### config.mk
export PLATFORM = sky130hd
export DESIGN_NAME = usb_bit_tracker
export DESIGN_NICKNAME = d
export VERILOG_FILES = /design/src/rtl/usb_trk_pkg.sv /design/src/rtl/usb_trk_judge.sv /design/src/rtl/usb_trk_period.sv /design/src/rtl/usb_trk_phase.sv /design/src/rtl/usb_bit_tracker.sv
export SDC_FILE = /design/constraint.sdc
export NUM_CORES = 1
export LEC_CHECK = 0
export ABC_AREA = 1
export BUFFER_PORTS_ARGS = -buffer_cell sky130_fd_sc_hd__buf_2
export CAP_MARGIN = 40
export CORE_ASPECT_RATIO = 1.1
export CORE_MARGIN = 10
export CORE_UTILIZATION = 40
export DETAILED_ROUTE_END_ITERATION = 7
export SYNTH_ARGS = -nofsm -noshare
export SYNTH_HDL_FRONTEND = slang
export SYNTH_SLANG_ARGS = --single-unit
### constraint.sdc
create_clock -name clk -period 63.4 [get_ports clk]
set_clock_uncertainty 0.2 [all_clocks]
set_input_delay 9.51 -clock clk [delete_from_list [all_inputs] [get_ports clk]]
set_output_delay 9.51 -clock clk [all_outputs]
set_load 0.02 [all_outputs]
### src/rtl/usb_trk_pkg.sv
package usb_trk_pkg;

    localparam logic [1:0] LN_SE0 = 2'b00;
    localparam logic [1:0] LN_SE1 = 2'b11;

    localparam int unsigned FS_KHZ    = 12000;
    localparam int unsigned LS_KHZ    = 1500;
    localparam int unsigned TRIM_DIV  = 1000;
    localparam int unsigned PHASE_DIV = 100;
    localparam int unsigned SPAN_DIV  = 20;

    typedef struct packed {
        logic en;
        logic late;
    } trim_t;

    function automatic logic is_single_ended(input logic [1:0] s);
        return (s == LN_SE0) || (s == LN_SE1);
    endfunction

    function automatic int unsigned nominal_period(input int unsigned ovs_khz,
                                                   input bit low_speed,
                                                   input int unsigned frac_w);
        int unsigned bit_khz;
        bit_khz = low_speed ? LS_KHZ : FS_KHZ;
        return (ovs_khz << frac_w) / bit_khz;
    endfunction

    function automatic int unsigned period_min(input int unsigned nom);
        return nom - nom / SPAN_DIV;
    endfunction

    function automatic int unsigned period_max(input int unsigned nom);
        return nom + nom / SPAN_DIV;
    endfunction

endpackage

### src/rtl/usb_trk_judge.sv
module usb_trk_judge
    import usb_trk_pkg::*;
(
    input  logic [1:0] smp_sym,
    input  logic [1:0] last_sym,
    input  logic [1:0] edge_sym,
    output trim_t      trim
);

    always_comb begin
        trim = '0;
        if (smp_sym != last_sym && !is_single_ended(smp_sym) && !is_single_ended(edge_sym)) begin
            trim.en   = 1'b1;
            trim.late = (edge_sym != smp_sym);
        end
    end

endmodule

### src/rtl/usb_trk_period.sv
module usb_trk_period
    import usb_trk_pkg::*;
#(
    parameter int unsigned PER_W = 24,
    parameter int unsigned NOM   = 2048
) (
    input  logic             clk,
    input  logic             rst,
    input  logic             restore,
    input  trim_t            trim,
    output logic [PER_W-1:0] per_q,
    output logic [PER_W-1:0] per_nxt
);

    localparam logic [PER_W-1:0] NOM_V  = PER_W'(NOM);
    localparam logic [PER_W-1:0] PMIN_V = PER_W'(period_min(NOM));
    localparam logic [PER_W-1:0] PMAX_V = PER_W'(period_max(NOM));

    logic [PER_W-1:0] step;
    logic [PER_W-1:0] grown;
    logic [PER_W-1:0] shrunk;

    always_comb begin
        step   = per_q / PER_W'(TRIM_DIV);
        grown  = per_q + step;
        shrunk = per_q - step;
        if (restore) begin
            per_nxt = NOM_V;
        end else if (trim.en) begin
            if (trim.late) begin
                per_nxt = (grown > PMAX_V) ? PMAX_V : grown;
            end else begin
                per_nxt = (shrunk < PMIN_V) ? PMIN_V : shrunk;
            end
        end else begin
            per_nxt = per_q;
        end
    end

    always_ff @(posedge clk) begin
        if (rst) begin
            per_q <= NOM_V;
        end else begin
            per_q <= per_nxt;
        end
    end

endmodule

### src/rtl/usb_trk_phase.sv
module usb_trk_phase
    import usb_trk_pkg::*;
#(
    parameter int unsigned CNT_W  = 16,
    parameter int unsigned FRAC_W = 8
) (
    input  logic                    clk,
    input  logic                    rst,
    input  logic                    start,
    input  logic                    stop,
    input  logic [CNT_W+FRAC_W-1:0] per_q,
    input  logic [CNT_W+FRAC_W-1:0] per_nxt,
    input  trim_t                   trim,
    output logic                    trk,
    output logic                    smp_hit,
    output logic                    edge_hit
);

    localparam int unsigned    POS_W = CNT_W + FRAC_W;
    localparam logic [POS_W-1:0] HALF = POS_W'(1) << (FRAC_W - 1);

    logic [POS_W-1:0] pos_q;
    logic [POS_W-1:0] pos_adv;
    logic [POS_W-1:0] pos_nxt;
    logic [POS_W-1:0] pos_start;
    logic [POS_W-1:0] edge_fix;
    logic [POS_W-1:0] step;
    logic [CNT_W-1:0] now_q;
    logic [CNT_W-1:0] edge_pt_q;
    logic             armed_q;
    logic             trk_q;

    always_comb begin
        step      = per_nxt / POS_W'(PHASE_DIV);
        pos_adv   = pos_q + per_q;
        edge_fix  = pos_adv - (per_q >> 1);
        pos_start = {now_q, {FRAC_W{1'b0}}} - (per_q >> 1) + HALF + per_q;
        if (trim.en) begin
            pos_nxt = trim.late ? (pos_adv + step) : (pos_adv - step);
        end else begin
            pos_nxt = pos_adv;
        end
    end

    assign trk      = trk_q;
    assign smp_hit  = trk_q && !stop && (pos_q[POS_W-1:FRAC_W] == now_q);
    assign edge_hit = trk_q && !stop && armed_q && (edge_pt_q == now_q);

    always_ff @(posedge clk) begin
        if (rst) begin
            now_q     <= '0;
            pos_q     <= '0;
            edge_pt_q <= '0;
            armed_q   <= 1'b0;
            trk_q     <= 1'b0;
        end else begin
            now_q <= now_q + 1'b1;
            if (stop) begin
                trk_q   <= 1'b0;
                armed_q <= 1'b0;
            end else if (start) begin
                trk_q   <= 1'b1;
                armed_q <= 1'b0;
                pos_q   <= pos_start;
            end else if (trk_q) begin
                if (edge_hit) begin
                    armed_q <= 1'b0;
                end
                if (smp_hit) begin
                    edge_pt_q <= edge_fix[POS_W-1:FRAC_W];
                    armed_q   <= 1'b1;
                    pos_q     <= pos_nxt;
                end
            end
        end
    end

endmodule

### src/rtl/usb_bit_tracker.sv
module usb_bit_tracker
    import usb_trk_pkg::*;
#(
    parameter int unsigned OVS_KHZ   = 96000,
    parameter bit          LOW_SPEED = 1'b0,
    parameter int unsigned CNT_W     = 16,
    parameter int unsigned FRAC_W    = 8
) (
    input  logic                    clk,
    input  logic                    rst,
    input  logic [1:0]              line_i,
    input  logic                    sop_i,
    input  logic                    eop_i,
    output logic                    smp_stb_o,
    output logic [1:0]              smp_line_o,
    output logic                    edge_stb_o,
    output logic [1:0]              edge_line_o,
    output logic [CNT_W+FRAC_W-1:0] period_o
);

    localparam int unsigned PER_W = CNT_W + FRAC_W;
    localparam int unsigned NOM   = nominal_period(OVS_KHZ, LOW_SPEED, FRAC_W);

    logic             trk;
    logic             smp_hit;
    logic             edge_hit;
    logic             start;
    logic [PER_W-1:0] per_q;
    logic [PER_W-1:0] per_nxt;
    logic [1:0]       last_q;
    logic [1:0]       edge_q;
    logic [1:0]       sline_q;
    logic             sstb_q;
    logic             estb_q;
    trim_t            judged;
    trim_t            trim_g;

    assign start = sop_i && !eop_i && !trk;

    usb_trk_judge u_judge (
        .smp_sym  (line_i),
        .last_sym (last_q),
        .edge_sym (edge_q),
        .trim     (judged)
    );

    always_comb begin
        trim_g      = judged;
        trim_g.en   = judged.en && smp_hit;
    end

    usb_trk_period #(
        .PER_W (PER_W),
        .NOM   (NOM)
    ) u_period (
        .clk     (clk),
        .rst     (rst),
        .restore (eop_i),
        .trim    (trim_g),
        .per_q   (per_q),
        .per_nxt (per_nxt)
    );

    usb_trk_phase #(
        .CNT_W  (CNT_W),
        .FRAC_W (FRAC_W)
    ) u_phase (
        .clk      (clk),
        .rst      (rst),
        .start    (start),
        .stop     (eop_i),
        .per_q    (per_q),
        .per_nxt  (per_nxt),
        .trim     (trim_g),
        .trk      (trk),
        .smp_hit  (smp_hit),
        .edge_hit (edge_hit)
    );

    always_ff @(posedge clk) begin
        if (rst) begin
            last_q  <= 2'b00;
            edge_q  <= 2'b00;
            sline_q <= 2'b00;
            sstb_q  <= 1'b0;
            estb_q  <= 1'b0;
        end else begin
            sstb_q <= smp_hit;
            estb_q <= edge_hit;
            if (start) begin
                last_q <= line_i;
                edge_q <= line_i;
            end
            if (edge_hit) begin
                edge_q <= line_i;
            end
            if (smp_hit) begin
                sline_q <= line_i;
                last_q  <= line_i;
            end
        end
    end

    assign smp_stb_o   = sstb_q;
    assign smp_line_o  = sline_q;
    assign edge_stb_o  = estb_q;
    assign edge_line_o = edge_q;
    assign period_o    = per_q;

endmodule

==> results of run 1 <==
## state kept, by name (all words and copies together), names as in the netlist
register and count:
u_phase.now_q 16, u_phase.edge_pt_q 16, last_q 2, u_phase.armed_q 1, edge_line_o 2, u_phase.pos_q 24
edge_stb_o 1, u_phase.trk 1, u_period.per_q 24, smp_line_o 2, smp_stb_o 1
## kinds of logic after synthesis
logic type | count (synthesis) | share of synthesized area (%)
flops | 90 | 7.64
fa+ha+maj | 192 | 10.8
simple gates | 2421 | 47.7
xor+xnor | 216 | 8.14
buf+inv | 705 | 12.5
compound gates | 556 | 13.2
## worst paths after layout
kind                      startpoint  slack (ns)                 to
setup / recovery  u_period.per_q[16]       28.44  u_phase.pos_q[23]
hold / removal      u_phase.now_q[0]        0.25   u_phase.now_q[0]
hold reg to reg     u_phase.now_q[0]        0.25   u_phase.now_q[0]
setup reg to reg  u_period.per_q[16]       28.44  u_phase.pos_q[23]
## per-layer routing
metal | GRT usage, % | up-vias | share of wire, %
met1 | 27.1 | 11900 | 43
met3 | 1.92 | 154 | 4.5
met2 | 41.4 | 674 | 49
met5 | 0 | - | 0
met4 | 8.77 | 0 | 3.8
li1 | - | 13500 | -
## cells in the mapped netlist, types with 5 or more instances
master	number	area [µm²]
dfxtp_1	90	1800
nor3_1	45	225
o31ai_1	5	37.5
buf_8	5	75.1
inv_2	45	169
nand4_1	117	732
nor2_2	46	288
buf_6	12	135
o21ai_1	21	105
nor3b_1	6	45.0
nand3_1	391	1960
nand3b_1	11	82.6
o21a_1	10	75.1
o22ai_1	6	37.5
o21ai_2	8	70.1
nand3_2	27	270
o211ai_1	22	165
buf_12	5	100
or2_2	17	106
o21ai_0	185	926
nand2_1	1120	4200
buf_4	8	60.1
nor2_4	17	191
clkinv_1	11	41.3
a21o_1	6	45.0
a21oi_1	235	1180
clkbuf_1	34	128
clkbuf_4	5	37.5
a221oi_1	6	52.6
xor2_1	176	1540
o21bai_1	14	105
buf_2	9	45.0
fa_1	20	400
ha_1	172	2150
nand3_4	5	87.6
nor4_1	16	100
nand2_2	144	901
inv_1	561	2110
xnor2_1	38	333
a31oi_1	18	113
nor2_1	415	1560
nand2_4	20	225
## layout make-up
cell class | count | area, µm²
fillers | 6527 | 33700
inverters | 623 | 2350
repair buffers | 65 | 417
multi-input cells | 3385 | 18800
flip-flops and latches | 90 | 1800
clock inverters | 6 | 96.3
clock buffers | 10 | 239
well taps | 760 | 951
## stage by stage
step / hold slack (ns) / setup WS [ns] / cell area (µm²)
floorplan: 0.217 / 36.07 / 23600
global placement: 0.227 / 29.41 / 24300
detailed placement: 0.238 / 28.82 / 24400
CTS: 0.257 / 28.74 / 24700
global route: 0.288 / 23.73 / 24700
finish: 0.255 / 28.44 / 24700
## power by group
group	leakage [nW]	switching [mW]	total (mW)	internal, mW
sequential	0.730	0.00178	0.0598	0.0580
clock	0.162	0.0283	0.0646	0.0363
combinational	13.0	0.363	0.529	0.165
## critical path: cells and delay by family, from the launching register on
| family | cells | cell delay, ns |
|---|---|---|
| adder cells (fa/ha/maj) | 5 | 1.67 |
| AO/OA/AOI/OAI | 22 | 4.71 |
| XOR/XNOR | 2 | 0.75 |
| flip-flops | 1 | 0.57 |
| buffers and inverters | 17 | 2.05 |
| AND/OR/NAND/NOR | 184 | 24.86 |
==> impl_metrics.toml, run 1 <==
[run_status]
outcome = "complete, no violations"

[routing]
drc = 0
first_iter_violations = 1855
wl_per_cell_um = 16.4
via_count = 26300
drt-vias-per-instance = 5.32
first_pass_iters = 5
wl_mm = 80.8
drtAntennaViolNets = 0

[die]
rows = 93
die_y_um = 275
die_x_um = 251
dieArea_um2 = 69000
ioPinCount = 36
initial_core_util_pct = 40.4
design.core.area_um2 = 58400

[logic_synthesis]
ys_ff_latch = 90
ys_seq_area_share_pct = 7.64
ys.flop_type = "dfxtp_1"
syn_nets = 4378
synth_cell_type_count = 71
synth_edf_count = 0
syn_inst = 4180
ys_warn_count = 0
synth_area_um2 = 23600
async_flop_share_pct = 0
synth.avg_cell_area_um2 = 5.64

[global_route]
antenna_found_initial = 0
grt_usage_pct = 22.7
grt_max_degree = 48
overflow = 0
grt_pass1_wl_mm = 129
grt_pass1_vias = 24500

[placement]
dp.final_hpwl_mm = 65.5
portBuffers = 35
dp.cells = 4923
place.gp.congestion = 0.958

[flow_run]
drv_cap = 0

[power_and_ir_drop]
ir_drop_uv = 43.0
p_total_mw = 0.653
p_leak_nw = 13.9
power_density_nw_per_um2 = 26.5

[cts]
post_cts_buffers = 0
clk-insertion-delay-late_ns = 0.37
cts_tree = "done"
ctsHoldBuffers = 0
clkSlewWorstSetupHoldPaths_ns = 0.08
cts-resized-gates = 0
clock_sinks = 90
clockRootBuffer = "clkbuf_16"
ctsLongestPathBuffers = 2
htree_levels = 3
cts-buffers-inserted = 9

[setup_path]
cpMaxStageDelayCell = "clkinv_1"
path_max_fanout = 22
worstSetupPathType = "reg2reg"
crit_path_end_kind = "flip-flop"
start_kind = "flip-flop"
crit_top_cell = "nand2_1"
critPathArrivalTime_ns = 35.03
critPathRequiredTime_ns = 63.47
max_stage_delay_ns = 0.58
r2r_cells = 230

[sta]
setup_viol_count_final = 0
period_minus_slack_ns = 34.96
fmax_mhz = 28.6
final_max_slew_viol_count = 0
rsz0062_at_grt = "false"
fin_crit_sh_pct = 55.1
maxSlewHeadroom_pct = 41.7
fin_tns_setup_ns = 0
hold_viol = 0
tightest_slew_ns = 0.873

[final_layout]
fin_nets = 4372
antenna_cells = 0
stdcell_count = 4939
syn_to_final_growth_pct = 4.74
drive_above_1_share_pct = 10.5
utilization_pct = 42.3
layout_common_cells = "1120 x nand2_1, 561 x inv_1, 415 x nor2_1"
layout.cells.most_common = "nand2_1"

[min_path]
whs_path_depth = 1
min_path_type = "reg2reg"
Power figures use the tool's default switching activity.
==> inputs of run 2 (changes only) <==
==> constraint.sdc (replaced) <==
create_clock -name clk -period 31.9 [get_ports clk]
set_clock_uncertainty 0.2 [all_clocks]
set_input_delay 4.785 -clock clk [delete_from_list [all_inputs] [get_ports clk]]
set_output_delay 4.785 -clock clk [all_outputs]
set_load 0.02 [all_outputs]
==> run 2 against run 1 <==
Net effect: clock-buffer cell count did not move; critical path depth rose by 7; utilization rose by 4.0 points; critical path type unchanged; largest cell class unchanged; largest power group unchanged; highest routed layer unchanged.
==> impl_metrics.toml, run 2 (synthesis results as in run 1) <==
[run_status]
outcome = "complete, no violations"

[setup_path]
crit_top_cell = "nand2_1"
startpoint = "u_period.per_q[12]"
regToRegStartpoint = "u_period.per_q[12]"
critPathRequiredTime_ns = 32.01
r2r-end = "u_phase.pos_q[22]"
r2r_slack_ns = 2.50
critPathArrivalTime_ns = 29.50
max_stage_delay_ns = 0.45
cpMaxStageDelayCell = "fa_1"
cp.buffers_inverters = 26
critPathTopFamily = "simple AND/OR/NAND/NOR gates"
start_kind = "flip-flop"
r2r_cells = 237
worstSetupPathType = "reg2reg"
path_max_fanout = 15
cp_num_cells = 237
crit_end = "u_phase.pos_q[22]"
crit_path_end_kind = "flip-flop"

[power_and_ir_drop]
p_leak_nw = 14.9
power_density_nw_per_um2 = 54.9
ir_drop_uv = 80.9

[sta]
fin_tns_setup_ns = 0
setup_slack_ns = 2.50
maxSlewHeadroom_pct = 44.7
hold_viol = 0
hold_ws_ns = 0.256
period_minus_slack_ns = 29.40
final_max_slew_viol_count = 0
fmax_mhz = 34.0
tightest_slew_ns = 0.821
fin_crit_sh_pct = 92.1
setup_viol_count_final = 0

[cts]
clk-insertion-delay-late_ns = 0.37
clkSlewWorstSetupHoldPaths_ns = 0.08
cts_tree = "done"
cts-buffers-inserted = 9
clock_sinks = 90
htree_levels = 3
ctsLongestPathBuffers = 2
clockRootBuffer = "clkbuf_16"
ctsHoldBuffers = 0

[die]
initial_core_util_pct = 40.4
design.core.area_um2 = 58400
ioPinCount = 36
die_y_um = 275
die_x_um = 251
rows = 93
dieArea_um2 = 69000

[routing]
wl_per_cell_um = 16.7
first_pass_iters = 8
wl_mm = 85.6
first_iter_violations = 1904
drtAntennaViolNets = 0
drt-vias-per-instance = 5.38
via_count = 27600
drc = 0

[final_layout]
reg.largest.list = "u_period.per_q x24, u_phase.pos_q x24"
drive_above_1_share_pct = 17.4
antenna_cells = 0
utilization_pct = 46.2
multi_input_area_um2 = 19700
seqCellArea_um2 = 1820
syn_to_final_growth_pct = 14.6
layout.cells.most_common = "nand2_1"
fin_nets = 4568
layout_common_cells = "1078 x nand2_1, 552 x inv_1, 384 x nor2_1"
stdcell_count = 5135
fill_cells = 6357

[global_route]
antenna_found_initial = 0
grt_usage_pct = 23.3
grt_pass1_vias = 25000
overflow = 0
grt_max_degree = 39
grt_pass1_wl_mm = 132

[min_path]
min_path_type = "reg2reg"

[placement]
dp.final_hpwl_mm = 67.3
dp_slack_ns = 0.0148
portBuffers = 35
dp.cells = 5025
place.gp.congestion = 0.978

[flow_run]
drv_cap = 0
## run 2: report_power, final
group	switching, mW	leakage [nW]	internal (mW)
clock network	0.0553	0.155	0.0641
registers	0.00336	0.734	0.115
logic	0.787	14.1	0.458
## run 2: worst min-delay path by stage
stage                                start               end  slack [ns]  cells after the start
after global routing      u_phase.now_q[0]  u_phase.now_q[0]        0.27                      1
after CTS                 u_phase.now_q[0]  u_phase.now_q[0]        0.26                      1
after floorplan           u_phase.now_q[0]  u_phase.now_q[0]        0.22                      1
after detailed placement  u_phase.now_q[0]  u_phase.now_q[0]        0.24                      1
after global placement    u_phase.now_q[0]  u_phase.now_q[0]        0.23                      1
final                     u_phase.now_q[0]  u_phase.now_q[0]        0.26                      1
## run 2: layout make-up
| cell class | instances | share of cell area (%) |
|---|---|---|
| inverters | 623 | 8.79 |
| clock inverters | 6 | 0.269 |
| well taps | 760 | 3.52 |
| repair buffers | 248 | 6.99 |
| multi-input cells | 3398 | 72.8 |
| flip-flops and latches | 90 | 6.73 |
| clock buffers | 10 | 0.885 |
## run 2: metal layers
layer / vias up / routed length [µm] / GRT usage, %
met5: - / 0 / 0
met4: 0 / 3740 / 8.89
met3: 208 / 4560 / 1.65
met2: 945 / 41200 / 42.0
met1: 12500 / 36100 / 28.6
li1: 13900 / - / -
## run 2: per-stage QoR
stage	area [µm²]	total power [mW]
global placement	25100	1.28
CTS	25500	1.40
floorplan	23600	0.983
global route	27000	1.65
detailed placement	25100	1.27
finish	27000	1.48
## run 2: timing repair
action                     in CTS  in global routing
pin swaps                       0                 60
setup endpoints to repair       1                 24
buffers inserted                2                 78
resized for setup               3                213
gates cloned                    0                 14
